$ cat src/rtl/rls_pkg.sv
package rls_pkg;
  localparam int DATA_W = 8;
  localparam int TAG_W  = 3;

  typedef struct packed {
    logic              brk;
    logic              frm;
    logic              par;
    logic [DATA_W-1:0] data;
  } rx_entry_t;

  localparam int LSR_DR   = 0;
  localparam int LSR_OE   = 1;
  localparam int LSR_PE   = 2;
  localparam int LSR_FE   = 3;
  localparam int LSR_BI   = 4;
  localparam int LSR_THRE = 5;
  localparam int LSR_TEMT = 6;
  localparam int LSR_SUM  = 7;
endpackage

$ cat src/rtl/rls_fifo.sv
module rls_fifo
  import rls_pkg::*;
#(
  parameter int DEPTH = 16,
  localparam int AW = $clog2(DEPTH),
  localparam int CW = $clog2(DEPTH + 1)
) (
  input  logic             clk_i,
  input  logic             rst_ni,
  input  logic             single_i,
  input  logic             push_i,
  input  logic             pop_i,
  input  rx_entry_t        din_i,
  output rx_entry_t        head_o,
  output logic [TAG_W-1:0] old_tag_o,
  output logic [CW-1:0]    count_o,
  output logic             full_o,
  output logic             push_ok_o,
  output logic             pop_ok_o,
  output logic             ovw_o,
  output logic             head_chg_o
);
  rx_entry_t         mem [DEPTH];
  logic [AW-1:0]     wr_q, rd_q, last_idx;
  logic [CW-1:0]     cnt_q;
  logic              empty;

  assign empty    = (cnt_q == '0);
  assign full_o   = single_i ? !empty : (cnt_q == CW'(DEPTH));
  assign last_idx = wr_q - AW'(1);

  assign pop_ok_o  = pop_i & !empty;
  assign ovw_o     = push_i & full_o & !pop_ok_o;
  assign push_ok_o = push_i & !ovw_o;

  // overwrite of the only entry replaces the head
  assign head_chg_o = pop_ok_o | (ovw_o & (cnt_q == CW'(1)));

  always_ff @(posedge clk_i) begin
    if (push_ok_o) mem[wr_q] <= din_i;
    else if (ovw_o) mem[last_idx] <= din_i;
  end

  always_ff @(posedge clk_i or negedge rst_ni) begin
    if (!rst_ni) begin
      wr_q  <= '0;
      rd_q  <= '0;
      cnt_q <= '0;
    end else begin
      if (push_ok_o) wr_q <= wr_q + AW'(1);
      if (pop_ok_o)  rd_q <= rd_q + AW'(1);
      cnt_q <= cnt_q + CW'(push_ok_o) - CW'(pop_ok_o);
    end
  end

  assign head_o    = mem[rd_q];
  assign old_tag_o = {mem[last_idx].brk, mem[last_idx].frm, mem[last_idx].par};
  assign count_o   = cnt_q;
endmodule

$ cat src/rtl/rls_err_cnt.sv
module rls_err_cnt #(
  parameter int DEPTH = 16,
  localparam int CW = $clog2(DEPTH + 1)
) (
  input  logic          clk_i,
  input  logic          rst_ni,
  input  logic          push_i,
  input  logic          pop_i,
  input  logic          ovw_i,
  input  logic          new_tag_i,
  input  logic          head_tag_i,
  input  logic          old_tag_i,
  output logic [CW-1:0] err_cnt_o,
  output logic          err_in_o
);
  logic [CW-1:0] cnt_q;
  logic          inc, dec;

  assign err_in_o = (push_i | ovw_i) & new_tag_i;
  assign inc      = err_in_o;
  assign dec      = (pop_i & head_tag_i) | (ovw_i & old_tag_i);

  always_ff @(posedge clk_i or negedge rst_ni) begin
    if (!rst_ni) cnt_q <= '0;
    else         cnt_q <= cnt_q + CW'(inc) - CW'(dec);
  end

  assign err_cnt_o = cnt_q;
endmodule

$ cat src/rtl/rls_status.sv
module rls_status
  import rls_pkg::*;
(
  input  logic             clk_i,
  input  logic             rst_ni,
  input  logic             fifo_en_i,
  input  logic             head_valid_i,
  input  logic [TAG_W-1:0] head_tag_i,
  input  logic             head_chg_i,
  input  logic             ovw_i,
  input  logic             err_in_i,
  input  logic             err_none_i,
  input  logic             lsr_rd_i,
  input  logic             tx_fifo_empty_i,
  input  logic             tx_shift_empty_i,
  input  logic             thre_ie_i,
  output logic [7:0]       lsr_o,
  output logic             rls_irq_o,
  output logic             thre_irq_o
);
  logic [TAG_W-1:0] tag_q, pend;
  logic oe_q, rep_q, sum_q, thre_q, temt_q;

  // head tags not yet folded into the sticky bits
  assign pend = (head_valid_i && !rep_q) ? head_tag_i : '0;

  always_ff @(posedge clk_i or negedge rst_ni) begin
    if (!rst_ni) begin
      tag_q  <= '0;
      oe_q   <= 1'b0;
      rep_q  <= 1'b0;
      sum_q  <= 1'b0;
      thre_q <= 1'b1;
      temt_q <= 1'b1;
    end else begin
      tag_q <= lsr_rd_i ? '0 : (tag_q | pend);

      if (ovw_i)         oe_q <= 1'b1;
      else if (lsr_rd_i) oe_q <= 1'b0;

      if (head_chg_i)        rep_q <= 1'b0;
      else if (head_valid_i) rep_q <= 1'b1;

      if (err_in_i)                      sum_q <= 1'b1;
      else if (lsr_rd_i && err_none_i)   sum_q <= 1'b0;

      thre_q <= tx_fifo_empty_i;
      temt_q <= tx_fifo_empty_i & tx_shift_empty_i;
    end
  end

  logic [TAG_W-1:0] tag_vis;
  assign tag_vis = tag_q | pend;

  always_comb begin
    lsr_o           = '0;
    lsr_o[LSR_DR]   = head_valid_i;
    lsr_o[LSR_OE]   = oe_q;
    lsr_o[LSR_PE]   = tag_vis[0];
    lsr_o[LSR_FE]   = tag_vis[1];
    lsr_o[LSR_BI]   = tag_vis[2];
    lsr_o[LSR_THRE] = thre_q;
    lsr_o[LSR_TEMT] = temt_q;
    lsr_o[LSR_SUM]  = fifo_en_i & sum_q;
  end

  assign rls_irq_o  = oe_q | (|tag_vis);
  assign thre_irq_o = thre_ie_i & thre_q;
endmodule

$ cat src/rtl/rx_line_status.sv
module rx_line_status
  import rls_pkg::*;
#(
  parameter int DEPTH     = 16,
  parameter int ADDR_W    = 3,
  parameter int DATA_ADDR = 0,
  parameter int LSR_ADDR  = 5,
  localparam int CW = $clog2(DEPTH + 1)
) (
  input  logic              clk_i,
  input  logic              rst_ni,
  input  logic              fifo_en_i,
  input  logic              rx_valid_i,
  input  logic [DATA_W-1:0] rx_data_i,
  input  logic              rx_par_err_i,
  input  logic              rx_frm_err_i,
  input  logic              rx_brk_i,
  input  logic              tx_fifo_empty_i,
  input  logic              tx_shift_empty_i,
  input  logic              thre_ie_i,
  input  logic              rd_i,
  input  logic [ADDR_W-1:0] addr_i,
  output logic [DATA_W-1:0] rd_data_o,
  output logic [7:0]        lsr_o,
  output logic              rls_irq_o,
  output logic              thre_irq_o
);
  rx_entry_t        din, head;
  logic [TAG_W-1:0] old_tag, head_tag;
  logic [CW-1:0]    count, err_cnt;
  logic full, push_ok, pop_ok, ovw, head_chg, err_in;
  logic data_rd, lsr_rd;

  assign data_rd = rd_i && (addr_i == ADDR_W'(DATA_ADDR));
  assign lsr_rd  = rd_i && (addr_i == ADDR_W'(LSR_ADDR));

  assign din      = '{brk: rx_brk_i, frm: rx_frm_err_i, par: rx_par_err_i, data: rx_data_i};
  assign head_tag = {head.brk, head.frm, head.par};

  rls_fifo #(.DEPTH(DEPTH)) u_fifo (
    .clk_i, .rst_ni,
    .single_i   (!fifo_en_i),
    .push_i     (rx_valid_i),
    .pop_i      (data_rd),
    .din_i      (din),
    .head_o     (head),
    .old_tag_o  (old_tag),
    .count_o    (count),
    .full_o     (full),
    .push_ok_o  (push_ok),
    .pop_ok_o   (pop_ok),
    .ovw_o      (ovw),
    .head_chg_o (head_chg)
  );

  rls_err_cnt #(.DEPTH(DEPTH)) u_err (
    .clk_i, .rst_ni,
    .push_i     (push_ok),
    .pop_i      (pop_ok),
    .ovw_i      (ovw),
    .new_tag_i  (|{rx_par_err_i, rx_frm_err_i, rx_brk_i}),
    .head_tag_i (|head_tag),
    .old_tag_i  (|old_tag),
    .err_cnt_o  (err_cnt),
    .err_in_o   (err_in)
  );

  rls_status u_stat (
    .clk_i, .rst_ni,
    .fifo_en_i,
    .head_valid_i     (count != '0),
    .head_tag_i       (head_tag),
    .head_chg_i       (head_chg),
    .ovw_i            (ovw),
    .err_in_i         (err_in),
    .err_none_i       (err_cnt == '0),
    .lsr_rd_i         (lsr_rd),
    .tx_fifo_empty_i,
    .tx_shift_empty_i,
    .thre_ie_i,
    .lsr_o,
    .rls_irq_o,
    .thre_irq_o
  );

  always_comb begin
    if (data_rd)     rd_data_o = head.data;
    else if (lsr_rd) rd_data_o = lsr_o;
    else             rd_data_o = '0;
  end
endmodule

$ cat config.mk
export PLATFORM = sky130hd
export DESIGN_NAME = rx_line_status
export DESIGN_NICKNAME = d
export VERILOG_FILES = /design/src/rtl/rls_pkg.sv /design/src/rtl/rls_fifo.sv /design/src/rtl/rls_err_cnt.sv /design/src/rtl/rls_status.sv /design/src/rtl/rx_line_status.sv
export SDC_FILE = /design/constraint.sdc
export NUM_CORES = 1
export LEC_CHECK = 0
export ABC_AREA = 1
export BUFFER_PORTS_ARGS = -buffer_cell sky130_fd_sc_hd__buf_2
export CORE_MARGIN = 2
export CORE_UTILIZATION = 66
export DETAILED_ROUTE_END_ITERATION = 8
export PLACE_DENSITY = 0.85
export SLEW_MARGIN = 40
export SYNTH_ARGS = -nofsm -noshare
export SYNTH_HDL_FRONTEND = slang
export SYNTH_SLANG_ARGS = --single-unit
$ cat constraint.sdc
create_clock -name clk_i -period 6.7 [get_ports clk_i]
set_input_delay 1.34 -clock clk_i [delete_from_list [all_inputs] [get_ports clk_i]]
set_output_delay 1.34 -clock clk_i [all_outputs]
set_load 0.01 [all_outputs]
After elaboration in Yosys (flattened, before gate mapping)
Memories as Yosys holds them, arrays and structs flattened. Index checks and enable logic that the tools add are counted.

Flip-flop bits (word level): 26. Latch bits: 0. Memory bits (writable): 176. Memory bits (read-only): 0. Output and inout port bits: 18. Word-level logic and storage cells: 76. Memories: 1.

Memory list: u_fifo.mem (depth 16, bits a word 11, rd ports 2, clocked after memory_dff 0, wr ports 1, line rls_fifo.sv:23) `rx_entry_t mem [DEPTH];`.

$add $sub $neg: 7. Multipliers: 0. Divide/modulo/power cells: 0. $lt $le $gt $ge: 0. Equal/unequal tests: 3. Shift operators: 0. Multiplexer cells: 19. Bitwise operators: 16. Reductions and logical operators: 20.

Operators by type and width (number): 8-bit 2-to-1 mux (2); 1-bit 2-to-1 mux (13); 3-bit OR reduction (4); 1-bit AND (11); 11-bit 2-to-1 mux (1); 11-bit OR reduction (1); 5-bit by 1-bit adder with 5-bit output (2); 5-bit logical NOT (2); 5-bit by 1-bit subtractor with 5-bit output (2); 4-bit by 1-bit adder with 4-bit output (second input constant) (2); 3-bit 2-to-1 mux (2); 2-bit nonzero test (3); 5-bit by 1-bit == test with 1-bit output (second input constant) (1); 5-bit == test (second input constant) (1); 5-bit nonzero test (1); 1-bit logical AND (4); 1-bit logical NOT (4); 4-bit 2-to-1 mux (1); 1-bit OR (4); 4-bit by 1-bit subtractor with 4-bit output (second input constant) (1); 3-bit == test (second input constant) (1); 3-bit logical NOT (1); 3-bit OR (1).

Depth between registers and ports, before layout
Depth after elaboration: 11. Gate-level depth with buffers: 22. Gate-level depth less buffers: 20.

By module
A second synthesis with hierarchy kept.

Cell total of the unflattened synthesis: 870. Area, all modules: 9288.9 um^2.

By module, submodules not included: rls_fifo (instances 1, cells an instance 739, area each 8360.5 um^2, seq. area each 5610.4 um^2); rls_status (instances 1, cells an instance 40, area each 357.8 um^2, seq. area each 202.7 um^2); rls_err_cnt (instances 1, cells an instance 42, area each 342.8 um^2, seq. area each 125.1 um^2); rx_line_status (instances 1, cells an instance 49, area each 227.7 um^2, seq. area each 0.0 um^2).

Worst setup path before layout
No wires, ideal clock.

Kind: input port to flip-flop. Start point: input port rd_i. End point: register u_err.cnt_q[4], in the netlist u_err.err_cnt_o[4]. Arrival time: 3.325 ns. Required time: 6.621 ns. Path slack: 3.296 ns. Stages on the path: 16. Path buffers: 0. Cells stage by stage: inv_1 -> nor2_1 -> nand2_1 -> clkinv_1 -> nand2_1 -> inv_1 -> nand2_1 -> nand2_1 -> ha_1 -> inv_1 -> ha_1 -> fa_1 -> a21oi_1 -> nor2_1 -> nor2_1 -> xor2_1.

Cells in the longest elaborated chain, start to end: 10.

RTL lines: start, declared (line rx_line_status.sv:21) `input logic rd_i,`; 1-bit logical AND (*) (line rx_line_status.sv:34) `assign data_rd = rd_i && (addr_i == ADDR_W'(DATA_ADDR));`; 1-bit AND (*) (line rls_fifo.sv:32) `assign pop_ok_o = pop_i & !empty;`; 1-bit logical NOT (line rls_fifo.sv:33) `assign ovw_o = push_i & full_o & !pop_ok_o;`; 1-bit AND (line rls_fifo.sv:33); 1-bit logical NOT (line rls_fifo.sv:34) `assign push_ok_o = push_i & !ovw_o;`; 1-bit AND (line rls_fifo.sv:34); 1-bit OR (line rls_err_cnt.sv:19) `assign err_in_o = (push_i | ovw_i) & new_tag_i;`; 1-bit AND (line rls_err_cnt.sv:19); 5-bit by 1-bit adder with 5-bit output (line rls_err_cnt.sv:25) `else cnt_q <= cnt_q + CW'(inc) - CW'(dec);`; 5-bit by 1-bit subtractor with 5-bit output (*) (line rls_err_cnt.sv:25); end signal, assigned (line rls_err_cnt.sv:25); end, declared (line rls_err_cnt.sv:16) `logic [CW-1:0] cnt_q;`.

Mark *: on every way between the ends. The rest lies on a longest branch, timed or not. A chain may end at the register's enable or synchronous reset.

Final worst setup path
Start point: register u_fifo.rd_q[2]. End point: output port rd_data_o[3].

Cells in the longest elaborated chain, start to end: 5.

RTL lines: start, declared (line rls_fifo.sv:24) `logic [AW-1:0] wr_q, rd_q, last_idx;`; start signal, assigned (line rls_fifo.sv:51) `if (pop_ok_o) rd_q <= rd_q + AW'(1);`; memory 16 x 11 bit (*); 3-bit 2-to-1 mux (line rls_status.sv:25) `assign pend = (head_valid_i && !rep_q) ? head_tag_i : '0;`; 3-bit OR (line rls_status.sv:53) `assign tag_vis = tag_q | pend;`; 8-bit 2-to-1 mux (line rx_line_status.sv:88) `else if (lsr_rd) rd_data_o = lsr_o;`; 8-bit 2-to-1 mux (*) (line rx_line_status.sv:87) `if (data_rd) rd_data_o = head.data;`; end, declared (line rx_line_status.sv:23) `output logic [DATA_W-1:0] rd_data_o,`.

Marks and branches as above.

==> metrics.md <==
| Metric | Value |
|---|---|
| Max-Cap Viols | 0 |
| Post-Syn Area per Cell | 10.76 um2 |
| Final Cycle Share | 0.6438 |
| Initial antenna violation count | 0 |
| Worst skew pair latency | 0.50 ns |
| Net count after synthesis | 875 |
| Core area | 13300 um2 |
| Max Freq | 231.8 MHz |
| Slew headroom | 0.4450 |
| Post-DRT Antenna Nets | 0 |
| Share of layout cells above drive strength 1 | 0.1086 |
| Hold-fix buffers, CTS | 0 |
| Initial Util | 0.6777 |
| Final setup violation count | 0 |
| Worst vdd ir | 348.0 uV |
| Die area | 14600 um2 |
| IO buf count | 39 |
| Worst-path maximum fanout | 28 |
| Tightest Hold Check Type | reg -> reg |
| Largest net degree at the start of global routing | 100 |
| Sequential area share after synthesis | 0.6591 |
| Critical Path RT | 5.36 ns |
| Htree depth | 1 |
| IO Pins | 40 |
| Fin Setup TNS | 0 ns |
| RSZ-0062 raised after global routing | no |
| Rows | 42 |
| Chip width | 120.8 um |
| PD cells | 433.8 nW/um2 |
| Mapped Cells | 837 |
| Routed vias | 6517 |
| CTS Sinks | 202 |
| Post-synth cell types | 31 |
| GPL Wtd Cong | 0.9233 |
| Worst slack, placed | 2.733 ns |
| Tmin final | 4.313 ns |
| TritonCTS Buffers | 21 |
| WL/cell | 20.05 um |
| Critical Path AT | 2.97 ns |
| Area added between synthesis and finish | 10.21% |
| Final hold violations | 0 |
| Vias in the first global route | 6188 |
| CTS tree | done |
| Die height | 120.8 um |
| CTS root buffer | clkbuf_16 |
| First-pass GRT wire length | 32.46 mm |
| Pleak | 3.908 nW |
| Nets | 909 |
| Crit start category | register |
| Mapped cell area | 9010 um2 |
| GRT Resource Usage Total | 0.2951 |
| Ant diodes | 0 |
| Number of instances in the placed design | 1024 |
| Total grt overflow | 0 |
| Worst setup margin | 2.387 ns |
| Synth Warn # | 0 |
| Post_cts resized | 0 |
| WHS | 0.5266 ns |
| Setup bufs post-CTS | 0 |
| Residual DRC count | 0 |
| Worst-Margin Slew | 0.8315 ns |
| Via density per instance | 6.148 |
| Clock slew at reported path FFs | 0.06 ns |
| Status | finished clean |
| Clk buf depth | 3 |
| Final max-slew violation count | 0 |
| Pwr Total | 4.307 mW |
| Clock skew | 0.01368 ns |
| Synth Register Bits | 202 |
| HPWL after DPL | 13.32 mm |
| Fin cells | 1060 |
| Drt total wl | 21.26 mm |
| Crit path kind | reg -> out |
| Crit. End Element | output pin |
| DR iter-0 viols | 1018 |
| DR pass1 iterations | 6 |
[logic make-up (layout without fill, tap and decap cells)]
family / Yosys count / count (layout) / share of synthesized area
AND/OR/NAND/NOR: 336 / 336 / 0.1554
flip-flops: 202 / 202 / 0.6591
AO/OA/AOI/OAI: 137 / 137 / 0.08443
buffers and inverters: 130 / 177 / 0.06082
adder cells (fa/ha/maj): 16 / 16 / 0.02389
XOR/XNOR: 16 / 16 / 0.01639
[report_power, final]
part	internal, mW	total, mW	switching [mW]
combinational	0.480	1.61	1.13
sequential	1.57	1.66	0.0943
clock	0.578	1.03	0.453
[per-stage QoR]
stage / instance area (um2) / utilization
after CTS: 9926 / 0.7466
after global routing: 9930 / 0.7468
after global placement: 9306 / 0.7000
after detailed placement: 9334 / 0.7021
final: 9930 / 0.7468
after floorplan: 9010 / -
[critical path, cell delays in order, from the launching register on]
cell      delay (ns)
dfrtp_1         0.32
buf_4           0.32
clkinv_1        0.69
nand3_1         0.35
nand3_1         0.10
nand2_1         0.16
nand2_1         0.09
nand2_1         0.12
nand2_1         0.07
nand2_1         0.10
buf_2           0.14
[sequential cells by signal, summed over array words and instances, names as in the netlist]
name             count
u_stat.sum_q         1
u_stat.thre_q        1
u_fifo.count_o       5
u_fifo.wr_q          4
u_stat.oe_q          1
u_fifo.rd_q          4
u_fifo.mem         176
u_stat.temt_q        1
u_stat.tag_q         3
u_err.err_cnt_o      5
u_stat.rep_q         1
[cells in the final DEF, fill, tap and decap left out]
cell type  synthesis  routed
buf_2             15      39
clkbuf_1          12       8
buf_6              0       1
fa_1               2       2
clkbuf_16          0      21
inv_6              0       1
nand2_2            1       1
ha_1              14      14
o211ai_1          21      21
edfxtp_1         176     176
o31ai_1            1       1
o22ai_1            6       6
dfrtp_1           24      23
o21ai_0           89      89
dfrtp_2            0       1
xor2_1            14      14
dfstp_2            2       2
nor3_1             7       7
nand4_2            1       1
nor2_8             1       1
nor2_1           114     103
nand2_1          135     135
clkinv_4           0       1
xnor2_1            1       1
a21oi_1           13      13
nand4_1            5       5
buf_4             11      11
clkinv_1           3       8
o221ai_1           3       3
nor2_2             0      11
inv_2              3       4
o21ai_1            3       3
nand3_1           72      72
a31oi_1            1       1
inv_1             84      83
xor2_2             1       1
[final cells by class]
cell class	count	area, um2
clock inverters	7	36.28
flip-flops and latches	202	5939
well taps	176	220.2
clock buffers	29	555.5
repair buffers	51	289.0
multi-input cells	505	2551
fillers	829	3366
inverters	90	337.8
[cell usage after synthesis]
master    number  area (um2)
xor2_2         1       16.27
dfrtp_1       24       600.6
xor2_1        14       122.6
nand2_2        1       6.260
inv_2          3       11.26
fa_1           2       40.04
buf_2         15       75.07
inv_1         84       315.3
a31oi_1        1       6.260
clkbuf_1      12       45.04
o31ai_1        1       7.510
nand4_2        1       12.51
dfstp_2        2       52.55
nand3_1       72       360.4
a21oi_1       13       65.06
nand2_1      135       506.7
nor2_1       114       427.9
buf_1          2       7.510
o221ai_1       3       26.28
ha_1          14       175.2
nor3_1         7       35.03
o211ai_1      21       157.7
o21ai_1        3       15.01
edfxtp_1     176        5285
o22ai_1        6       37.54
xnor2_1        1       8.760
buf_4         11       82.58
nor2_8         1       20.02
o21ai_0       89       445.4
nand4_1        5       31.28
clkinv_1       3       11.26
[final timing paths]
path | start | to | slack (ns) | cells past startpoint
worst max-delay path | u_fifo.rd_q[2] | rd_data_o[3] | 2.39 | 10
worst min-delay path | u_stat.tag_q[0] | u_stat.tag_q[0] | 0.53 | 2
worst max register to register | u_fifo.rd_q[0] | u_err.err_cnt_o[4] | 2.89 | 19
worst min register to register | u_stat.tag_q[0] | u_stat.tag_q[0] | 0.53 | 2
max in group asynchronous | rst_ni | u_fifo.rd_q[0] | 5.45 | 1
min in group asynchronous | rst_ni | u_stat.sum_q | 0.84 | 1
[metal layers]
layer / up-vias / wire length [um] / GRT usage
met3: 79 / 2296 / 0.05283
met5: - / 0 / 0
met2: 440 / 10300 / 0.4814
li1: 2929 / - / -
met4: 0 / 743 / 0.1170
met1: 3069 / 7915 / 0.3978
Note: power is estimated with default switching activity, not from simulation.
